[src/rtl/region_swap_pkg.sv]
// Shared types for the region swap controller.
// Assumes nothing beyond a single clock domain.
package region_swap_pkg;

    localparam int WORD_W = 32;

    typedef enum logic [2:0] {
        SW_IDLE,
        SW_TOC_OFF,
        SW_TOC_LEN,
        SW_LEN_CAP,
        SW_FETCH,
        SW_SEND,
        SW_RESET,
        SW_DONE
    } swap_state_t;

endpackage

[src/rtl/region_swap_ptr.sv]
// Word pointer and remaining-count tracker for the bitstream stream.
// Loads the start address from the table's byte offset (already shifted to
// words by the caller) and the length, then advances one word per accepted
// transfer. Assumes step is never raised with a zero remaining count.
module region_swap_ptr #(
    parameter int ADDR_W = 10,
    parameter int LEN_W  = 11
) (
    input  logic              clk,
    input  logic              rst_n,
    input  logic              load_base,
    input  logic [ADDR_W-1:0] base_word,
    input  logic              load_len,
    input  logic [LEN_W-1:0]  len_words,
    input  logic              step,
    output logic [ADDR_W-1:0] word_addr,
    output logic              last
);

    logic [ADDR_W-1:0] addr_q;
    logic [LEN_W-1:0]  rem_q;

    // Track the next word address to fetch.
    always_ff @(posedge clk) begin
        if (!rst_n) begin
            addr_q <= '0;
        end else if (load_base) begin
            addr_q <= base_word;
        end else if (step) begin
            addr_q <= addr_q + ADDR_W'(1);
        end
    end

    // Track how many words are still to be delivered.
    always_ff @(posedge clk) begin
        if (!rst_n) begin
            rem_q <= '0;
        end else if (load_len) begin
            rem_q <= len_words;
        end else if (step) begin
            rem_q <= rem_q - LEN_W'(1);
        end
    end

    assign word_addr = addr_q;
    assign last      = (rem_q == LEN_W'(1));

endmodule

[src/rtl/region_swap_rst_timer.sv]
// Counts the cycles of the region reset window.
// expire is high in the final cycle of a RST_CYCLES-long active stretch.
// Assumes active stays high until expire has been seen.
module region_swap_rst_timer #(
    parameter int RST_CYCLES = 16
) (
    input  logic clk,
    input  logic rst_n,
    input  logic active,
    output logic expire
);

    localparam int CNT_W = $clog2(RST_CYCLES + 1);

    logic [CNT_W-1:0] cnt_q;

    // Count active cycles and clear outside the window.
    always_ff @(posedge clk) begin
        if (!rst_n || !active) begin
            cnt_q <= '0;
        end else begin
            cnt_q <= cnt_q + CNT_W'(1);
        end
    end

    assign expire = active && (cnt_q == CNT_W'(RST_CYCLES - 1));

endmodule

[src/rtl/region_swap_gate.sv]
// Stalls every streaming channel at the region boundary while hold is high.
// Otherwise it passes valid and ready through unchanged. Data lines do not
// pass through here; without a valid they carry no meaning.
module region_swap_gate #(
    parameter int NUM_IN  = 2,
    parameter int NUM_OUT = 2
) (
    input  logic               hold,
    input  logic [NUM_IN-1:0]  s_in_valid,
    output logic [NUM_IN-1:0]  s_in_ready,
    output logic [NUM_IN-1:0]  r_in_valid,
    input  logic [NUM_IN-1:0]  r_in_ready,
    input  logic [NUM_OUT-1:0] r_out_valid,
    output logic [NUM_OUT-1:0] r_out_ready,
    output logic [NUM_OUT-1:0] s_out_valid,
    input  logic [NUM_OUT-1:0] s_out_ready
);

    // One gate pair per channel into the region.
    for (genvar gi = 0; gi < NUM_IN; gi++) begin : g_in
        assign r_in_valid[gi] = s_in_valid[gi] && !hold;
        assign s_in_ready[gi] = r_in_ready[gi] && !hold;
    end

    // One gate pair per channel out of the region.
    for (genvar go = 0; go < NUM_OUT; go++) begin : g_out
        assign s_out_valid[go] = r_out_valid[go] && !hold;
        assign r_out_ready[go] = s_out_ready[go] && !hold;
    end

endmodule

[src/rtl/region_swap_ctrl.sv]
// Swap controller for one reconfigurable region.
// Accepts a module index, reads the image table of contents (entry k at word
// addresses 2k and 2k+1: byte offset, then word length), streams the
// bitstream over a valid/ready port, then pulses the region reset and
// releases isolation. Assumes read data arrives one cycle after mem_rd_en
// and holds until the next read, and that IDX_W + 1 <= ADDR_W.
module region_swap_ctrl
    import region_swap_pkg::*;
#(
    parameter int NUM_MODULES = 4,
    parameter int IDX_W       = 3,
    parameter int ADDR_W      = 10,
    parameter int RST_CYCLES  = 16,
    parameter int NUM_IN      = 2,
    parameter int NUM_OUT     = 2
) (
    input  logic               clk,
    input  logic               rst_n,
    input  logic               req_valid,
    input  logic [IDX_W-1:0]   req_index,
    output logic               busy,
    output logic               done,
    output logic               err,
    output logic               mem_rd_en,
    output logic [ADDR_W-1:0]  mem_addr,
    input  logic [WORD_W-1:0]  mem_rdata,
    output logic               cfg_valid,
    output logic [WORD_W-1:0]  cfg_data,
    input  logic               cfg_ready,
    output logic               region_isolate,
    output logic               region_rst_n,
    input  logic [NUM_IN-1:0]  s_in_valid,
    output logic [NUM_IN-1:0]  s_in_ready,
    output logic [NUM_IN-1:0]  r_in_valid,
    input  logic [NUM_IN-1:0]  r_in_ready,
    input  logic [NUM_OUT-1:0] r_out_valid,
    output logic [NUM_OUT-1:0] r_out_ready,
    output logic [NUM_OUT-1:0] s_out_valid,
    input  logic [NUM_OUT-1:0] s_out_ready
);

    localparam int LEN_W = ADDR_W + 1;

    swap_state_t       state_q, state_d;
    logic [IDX_W-1:0]  idx_q;
    logic              err_q;
    logic              in_range;
    logic              accept;
    logic [ADDR_W-1:0] toc_addr;
    logic [ADDR_W-1:0] word_addr;
    logic              last_word;
    logic              rst_expire;
    logic              xfer;

    assign in_range = (int'(req_index) < NUM_MODULES);
    assign accept   = (state_q == SW_IDLE) && req_valid && in_range;
    assign toc_addr = ADDR_W'({idx_q, 1'b0});
    assign xfer     = (state_q == SW_SEND) && cfg_ready;

    // Next-state selection for the swap sequence.
    always_comb begin
        state_d = state_q;
        case (state_q)
            SW_IDLE:    if (accept) state_d = SW_TOC_OFF;
            SW_TOC_OFF: state_d = SW_TOC_LEN;
            SW_TOC_LEN: state_d = SW_LEN_CAP;
            SW_LEN_CAP: state_d = (mem_rdata == '0) ? SW_RESET : SW_FETCH;
            SW_FETCH:   state_d = SW_SEND;
            SW_SEND:    if (cfg_ready) state_d = last_word ? SW_RESET : SW_FETCH;
            SW_RESET:   if (rst_expire) state_d = SW_DONE;
            SW_DONE:    state_d = SW_IDLE;
            default:    state_d = SW_IDLE;
        endcase
    end

    // Hold the sequencer state.
    always_ff @(posedge clk) begin
        if (!rst_n) state_q <= SW_IDLE;
        else        state_q <= state_d;
    end

    // Latch the accepted module index.
    always_ff @(posedge clk) begin
        if (!rst_n)      idx_q <= '0;
        else if (accept) idx_q <= req_index;
    end

    // Raise a one-cycle error for an out-of-range request seen while idle.
    always_ff @(posedge clk) begin
        if (!rst_n) err_q <= 1'b0;
        else        err_q <= (state_q == SW_IDLE) && req_valid && !in_range;
    end

    region_swap_ptr #(
        .ADDR_W (ADDR_W),
        .LEN_W  (LEN_W)
    ) u_ptr (
        .clk       (clk),
        .rst_n     (rst_n),
        .load_base (state_q == SW_TOC_LEN),
        .base_word (mem_rdata[ADDR_W+1:2]),
        .load_len  (state_q == SW_LEN_CAP),
        .len_words (mem_rdata[LEN_W-1:0]),
        .step      (xfer),
        .word_addr (word_addr),
        .last      (last_word)
    );

    region_swap_rst_timer #(
        .RST_CYCLES (RST_CYCLES)
    ) u_rst_timer (
        .clk    (clk),
        .rst_n  (rst_n),
        .active (state_q == SW_RESET),
        .expire (rst_expire)
    );

    region_swap_gate #(
        .NUM_IN  (NUM_IN),
        .NUM_OUT (NUM_OUT)
    ) u_gate (
        .hold        (busy),
        .s_in_valid  (s_in_valid),
        .s_in_ready  (s_in_ready),
        .r_in_valid  (r_in_valid),
        .r_in_ready  (r_in_ready),
        .r_out_valid (r_out_valid),
        .r_out_ready (r_out_ready),
        .s_out_valid (s_out_valid),
        .s_out_ready (s_out_ready)
    );

    // Drive the memory read port from the table and fetch phases.
    always_comb begin
        mem_rd_en = 1'b0;
        mem_addr  = '0;
        case (state_q)
            SW_TOC_OFF: begin mem_rd_en = 1'b1; mem_addr = toc_addr; end
            SW_TOC_LEN: begin mem_rd_en = 1'b1; mem_addr = toc_addr | ADDR_W'(1); end
            SW_FETCH:   begin mem_rd_en = 1'b1; mem_addr = word_addr; end
            default:    ;
        endcase
    end

    assign busy           = (state_q != SW_IDLE);
    assign done           = (state_q == SW_DONE);
    assign err            = err_q;
    assign cfg_valid      = (state_q == SW_SEND);
    assign cfg_data       = (state_q == SW_SEND) ? mem_rdata : '0;
    assign region_isolate = (state_q != SW_IDLE) && (state_q != SW_DONE);
    assign region_rst_n   = (state_q != SW_RESET);

endmodule

[config.mk]
export PLATFORM = sky130hd
export DESIGN_NAME = region_swap_ctrl
export DESIGN_NICKNAME = d
export VERILOG_FILES = /design/src/rtl/region_swap_pkg.sv /design/src/rtl/region_swap_ptr.sv /design/src/rtl/region_swap_rst_timer.sv /design/src/rtl/region_swap_gate.sv /design/src/rtl/region_swap_ctrl.sv
export SDC_FILE = /design/constraint.sdc
export NUM_CORES = 1
export LEC_CHECK = 0
export ABC_AREA = 1
export BUFFER_PORTS_ARGS = -buffer_cell sky130_fd_sc_hd__clkbuf_2
export CAP_MARGIN = 40
export CORE_UTILIZATION = 43
export DETAILED_ROUTE_END_ITERATION = 16
export PLACE_DENSITY = 0.88
export SYNTH_ARGS = -nofsm -noshare
export SYNTH_HDL_FRONTEND = slang
export SYNTH_SLANG_ARGS = --single-unit
[constraint.sdc]
create_clock -name clk -period 1.35 [get_ports clk]
set_input_delay 0.27 -clock clk [delete_from_list [all_inputs] [get_ports clk]]
set_output_delay 0.27 -clock clk [all_outputs]
set_load 0.05 [all_outputs]
==> qor_table.md, run 1 <==
| Group | Metric | This run |
|:---|:---|:---|
| synthesis | Proportion of synthesized flip-flops having asynchronous set or reset | 0 |
| floorplan | Num rows | 26 |
| synthesis | Cell type with the highest aggregate area in the netlist | dfxtp_1 |
| synthesis | Count of warnings emitted by yosys | 0 |
| placed design | Quantity of I/O buffers inserted on ports | 103 |
| synthesis | Net count of the mapped netlist | 436 |
| synthesis | Sequential-to-total area share from yosys stat | 0.285 |
| synthesis | Post-synthesis register bit count | 33 |
| synthesis | Post-Synthesis Cell Area | 2320 µm² |
| outcome | Result of the run | did not finish |
| timing | Post-GRT worst EP | cfg_data[8] |
| outcome | Halt Stage | global routing (5_1_grt) |
| cts | Hold buffers post-CTS | 0 |
| placed design | HPWL after detailed placement | 6820 µm |
| placed design | Area of placed instances | 3950 µm² |
| placed design | Final weighted congestion in routability-driven placement | 0.983 |
| cts | Number of buffers created by CTS | 5 |
| floorplan | I/O pins | 104 |
| synthesis | Per-instance average area after synthesis | 6.03 µm² |
| synthesis | Distinct cell type count after synthesis | 37 |
| cts | Maximum clock path buffer count | 2 |
| floorplan | Floorplan die width | 75.4 µm |
| floorplan | Overall die height | 75.4 µm |
| cts | Clock sinks | 33 |
| synthesis | Area contributors post-synth | dfxtp_1 (29%), nor2_1 (16%), inv_1 (12%), nand2_1 (9.1%), a21oi_1 (4.5%) |
| floorplan | Initial Utilization | 0.451 |
| synthesis | Number of enable-type register cells in the synthesized netlist | 0 |
| grt | Maximum number of pins on one net before global-route repair | 18 |
| outcome | Error text reported by the tool | [ERROR DPL-0038] Utilization greater than 100%, impossible to legalize |
| cts | H-tree depth | 2 |
| timing | Worst-path endpoint category | output port |
| synthesis | Dominant synthesized flop cell | dfxtp_1 |
| cts | Root Buffer | clkbuf_8 |
| synthesis | Synth top area share | 0.285 |
| synthesis | Number of cells produced by synthesis | 384 |
==> synth_stat cells, drive strengths merged (2+ instances only) <==
| library cell | instances |
|---|---|
| xnor2 | 2 |
| a21oi | 22 |
| nand3b | 2 |
| nand4 | 2 |
| a31oi | 6 |
| clkbuf | 4 |
| inv | 81 |
| dfxtp | 33 |
| o21ai | 13 |
| o22ai | 10 |
| ha | 5 |
| xor2 | 5 |
| nand2 | 60 |
| o221ai | 5 |
| nor3 | 3 |
| nor2 | 102 |
| nand3 | 19 |
| buf | 4 |
==> kinds of logic after synthesis <==
family / Yosys count / synth area share
buffers and inverters: 90 / 0.151
and+or+nand+nor: 190 / 0.360
xor gates and xnor gates: 7 / 0.0265
adders and majority gates: 5 / 0.0270
DFF: 33 / 0.285
AOI/OAI and AO/OA: 59 / 0.151
==> metrics by stage <==
step           TNS (ps)   util  hold slack [ps]  std cells  worst slack (ps)
2_1_floorplan     -4920      -              408        384              -173
3_3_place_gp      -3030  0.768              443        595              -113
3_5_place_dp      -8550  0.768              467        595              -204
4_1_cts          -20700  0.921              219        613              -368
==> repair_timing <==
item / CTS
pin swaps: 9
setup buffers: 9
endpoints found under the setup margin: 81
resized for setup: 139
gates cloned: 1
==> inputs of run 2 (changes only) <==
--- a/config.mk
+++ b/config.mk
@@ -8,9 +8,9 @@
 export ABC_AREA = 1
 export BUFFER_PORTS_ARGS = -buffer_cell sky130_fd_sc_hd__clkbuf_2
 export CAP_MARGIN = 40
-export CORE_UTILIZATION = 43
+export CORE_UTILIZATION = 36
 export DETAILED_ROUTE_END_ITERATION = 16
-export PLACE_DENSITY = 0.88
+export PLACE_DENSITY_LB_ADDON = 0.15
 export SYNTH_ARGS = -nofsm -noshare
 export SYNTH_HDL_FRONTEND = slang
 export SYNTH_SLANG_ARGS = --single-unit
==> constraint.sdc (replaced) <==
create_clock -name clk -period 1.8 [get_ports clk]
set_input_delay 0.36 -clock clk [delete_from_list [all_inputs] [get_ports clk]]
set_output_delay 0.36 -clock clk [all_outputs]
set_load 0.05 [all_outputs]
==> qor_table.md, run 2 <==
| Group | Metric | This run | Delta |
|:---|:---|:---|:---|
| outcome | Result of the run | completed |  |
| route | DR iter-0 viols | 144 |  |
| cts | CTS tree | done |  |
| setup path | WP data arrival | 1440 ps |  |
| setup path | Kind of launch point of the worst setup path | flop |  |
| route | Wirelength per Cell | 12.8 µm |  |
| route | Vias per inst | 4.82 |  |
| floorplan | Die area | 6760 µm² |  |
| hold path | Hold Crit Endpoint | err |  |
| final layout | Net count reported at finish | 553 |  |
| timing | Highest achievable clock rate | 557 MHz |  |
| cts | Clock sinks | 33 | unchanged |
| cts | Worst-path clk slew | 70 ps |  |
| setup path | Required arrival time at the worst endpoint | 1440 ps |  |
| synthesis | Post-Synthesis Cell Area | 2320 µm² | unchanged |
| floorplan | I/O pins | 104 | unchanged |
| final layout | Most frequent cells in the layout | inv_1 (76), nor2_1 (64), nand2_1 (55), clkbuf_2 (50), dfxtp_1 (30) |  |
| final layout | Max reg flops | 11 |  |
| synthesis | Per-instance average area after synthesis | 6.03 µm² | unchanged |
| floorplan | Initial Utilization | 0.382 | -0.0685 |
| synthesis | Post-synthesis register bit count | 33 | unchanged |
| final layout | Count of fill cells added during filler insertion | 576 |  |
| timing | Final Setup Violations | 0 |  |
| setup path | Register-to-Register Path Depth | 9 |  |
| synthesis | Dominant synthesized flop cell | dfxtp_1 |  |
| flow run | Reported max-cap violation count | 0 |  |
| cts | Hold buffers post-CTS | 0 | unchanged |
| setup path | Slack of the worst reg-to-reg path | 190 ps |  |
| synthesis | Cell type with the highest aggregate area in the netlist | dfxtp_1 |  |
| hold path | Classification of the worst-slack hold path | primary input to flop |  |
| placed design | HPWL after detailed placement | 5370 µm | -21% |
| timing | Unrepaired setup endpoints after global routing | true |  |
| floorplan | Core Region | 6060 µm² |  |
| cts | H-tree depth | 2 | unchanged |
| timing | Transition at the pin with the smallest max-transition slack | 326 ps |  |
| synthesis | Count of warnings emitted by yosys | 0 | unchanged |
| grt | First-pass GRT wire length | 11200 µm |  |
| timing | Final worst clock skew | 4.54 ps |  |
| synthesis | Distinct cell type count after synthesis | 37 | unchanged |
| final layout | Register bank with the most flops | u_ptr.rem_q |  |
| timing | Final period demand of the worst path | 1800 ps |  |
| floorplan | Floorplan die width | 82.2 µm | +9.0% |
| grt | Global-route usage over all layers | 0.218 |  |
| setup path | Reg-to-Reg Start | state_q[1] |  |
| hold path | Worst hold stages | 3 |  |
| grt | Vias in the first global route | 2501 |  |
| timing | Remaining max-slew budget at the tightest pin | 0.781 |  |
| route | Length of the first detailed-routing pass in iterations | 4 |  |
| setup path | Endpoint type of the worst setup path | output pin |  |
| power | Largest vdd supply drop | 0.000458 V |  |
| grt | Global-route congestion overflow total | 0 |  |
| route | Total detailed-routing wirelength | 7380 µm |  |
| cts | Clock insertion delay at the later pin of the skew report | 280 ps |  |
| synthesis | Synth top area share | 0.285 | unchanged |
| placed design | Final weighted congestion in routability-driven placement | 0.845 | -14% |
| synthesis | Dominant cell by count in the synthesized netlist | nor2_1 |  |
| synthesis | Number of enable-type register cells in the synthesized netlist | 0 | unchanged |
| timing | Final count of pins violating max slew | 0 |  |
| final layout | Share of the core filled with cells in the final layout | 0.614 |  |
| final layout | Most common cell after layout, fill and taps aside | inv_1 |  |
| timing | Hold Worst Slack | 327 ps |  |
| synthesis | Proportion of synthesized flip-flops having asynchronous set or reset | 0 | unchanged |
| synthesis | Leading cell types by count after synthesis | nor2_1 (98), inv_1 (76), nand2_1 (56) |  |
| cts | Number of buffers created by CTS | 5 | unchanged |
| power | Pwr Density | 537 nW/µm² |  |
| route | Vias | 2783 |  |
| cts | Root Buffer | clkbuf_8 |  |
| route | Remaining antenna violation count after routing | 0 |  |
| synthesis | Net count of the mapped netlist | 436 | unchanged |
| timing | Final clock period utilization by the worst path | 0.998 |  |
| timing | Final hold vios | 0 |  |
| setup path | Startpoint-to-endpoint class of the critical path | flop to output pin |  |
| final layout | Number of diodes added for antenna fixing | 0 |  |
| final layout | Area Overhead vs Synth | 60.7% |  |
| floorplan | Num rows | 28 | +7.7% |
| power | Leakage power summed over all cells | 1.82 nW |  |
| floorplan | Overall die height | 82.2 µm | +9.0% |
| synthesis | Sequential-to-total area share from yosys stat | 0.285 | unchanged |
| cts | Maximum clock path buffer count | 2 | unchanged |
| placed design | Quantity of I/O buffers inserted on ports | 103 | unchanged |
| grt | Maximum number of pins on one net before global-route repair | 24 |  |
| route | Post-route DRC | 0 |  |
| final layout | Ratio of cells with drive above 1 in the final layout | 0.373 |  |
| setup path | Capture point of the worst reg-to-reg path | u_ptr.rem_q[5] |  |
| synthesis | Number of cells produced by synthesis | 384 | unchanged |
| synthesis | Area contributors post-synth | dfxtp_1 (29%), nor2_1 (16%), inv_1 (12%), nand2_1 (9.1%), a21oi_1 (4.5%) |  |
| setup path | Crit Path Max Fanout | 5 |  |
| grt | Initial antenna violation count | 0 |  |
| hold path | Hold_sp | req_index[2] |  |
## run 2: area by class of cell
class                           count  area (µm²)  area share
Timing Repair Buffer              117        1070       0.286
Clock buffer                        8        80.1      0.0215
Multi-Input combinational cell    261        1480       0.398
Inverter                           82         323      0.0867
Tap cell                           75        93.8      0.0252
Sequential cell                    33         672       0.180
Timing Repair inverter              1        8.76     0.00235
## run 2: worst max-delay path by stage
stage	startpoint	endpoint	cells past startpoint
2_1_floorplan	state_q[1]	mem_addr[1]	4
3_3_place_gp	state_q[2]	mem_addr[1]	3
3_5_place_dp	state_q[2]	mem_addr[1]	3
4_1_cts	state_q[1]	r_in_valid[0]	6
5_1_grt	state_q[1]	s_out_valid[1]	6
6_report	state_q[1]	s_out_valid[1]	6
## run 2: cells by family after synthesis
group           Yosys count  synth area share
simple gates            190             0.360
xor+xnor                  7            0.0265
compound gates           59             0.151
flops                    33             0.285
buf+inv                  90             0.151
fa+ha+maj                 5            0.0270
## run 2: per-stage QoR
stage	worst slack [ps]	setup TNS, ps	cell area [µm²]	cells	total power [mW]
2_1_floorplan	-103	-1200	2440	384	1.18
3_3_place_gp	14.2	0	3320	562	1.35
3_5_place_dp	-53.0	-137	3320	562	1.35
4_1_cts	-24.4	-150	3590	573	1.97
5_1_grt	-67.4	-275	3720	577	2.09
6_report	3.74	0	3720	577	2.00
## run 2: repair_timing
action / 4_1_cts / 5_1_grt
setup buffers: 2 / 3
gates cloned: 1 / 1
pin swaps: 2 / 4
gates resized for setup: 52 / 52
endpoints found under the setup margin: 51 / 46
## run 2: power breakdown
| part | internal [mW] | total (mW) | switching, mW |
|---|---|---|---|
| sequential | 0.751 | 0.776 | 0.0250 |
| combinational | 0.246 | 0.675 | 0.429 |
| clock | 0.275 | 0.548 | 0.273 |
| total | 1.27 | 2.00 | 0.727 |
## run 2: routing by layer
metal / track usage / up-vias / share of wire
li1: - / 1429 / -
met1: 0.255 / 1248 / 0.44
met2: 0.400 / 94 / 0.50
met3: 0.0385 / 12 / 0.050
met4: 0.0649 / 0 / 0.015
met5: 0 / - / 0
## run 2: critical path: stages (launching register included)
cell	delay, ps
dfxtp_4	380
inv_6	80
nand2_4	60
nor2_4	180
clkinv_4	150
nor2_4	150
buf_8	150
Power figures use the tool's default switching activity.
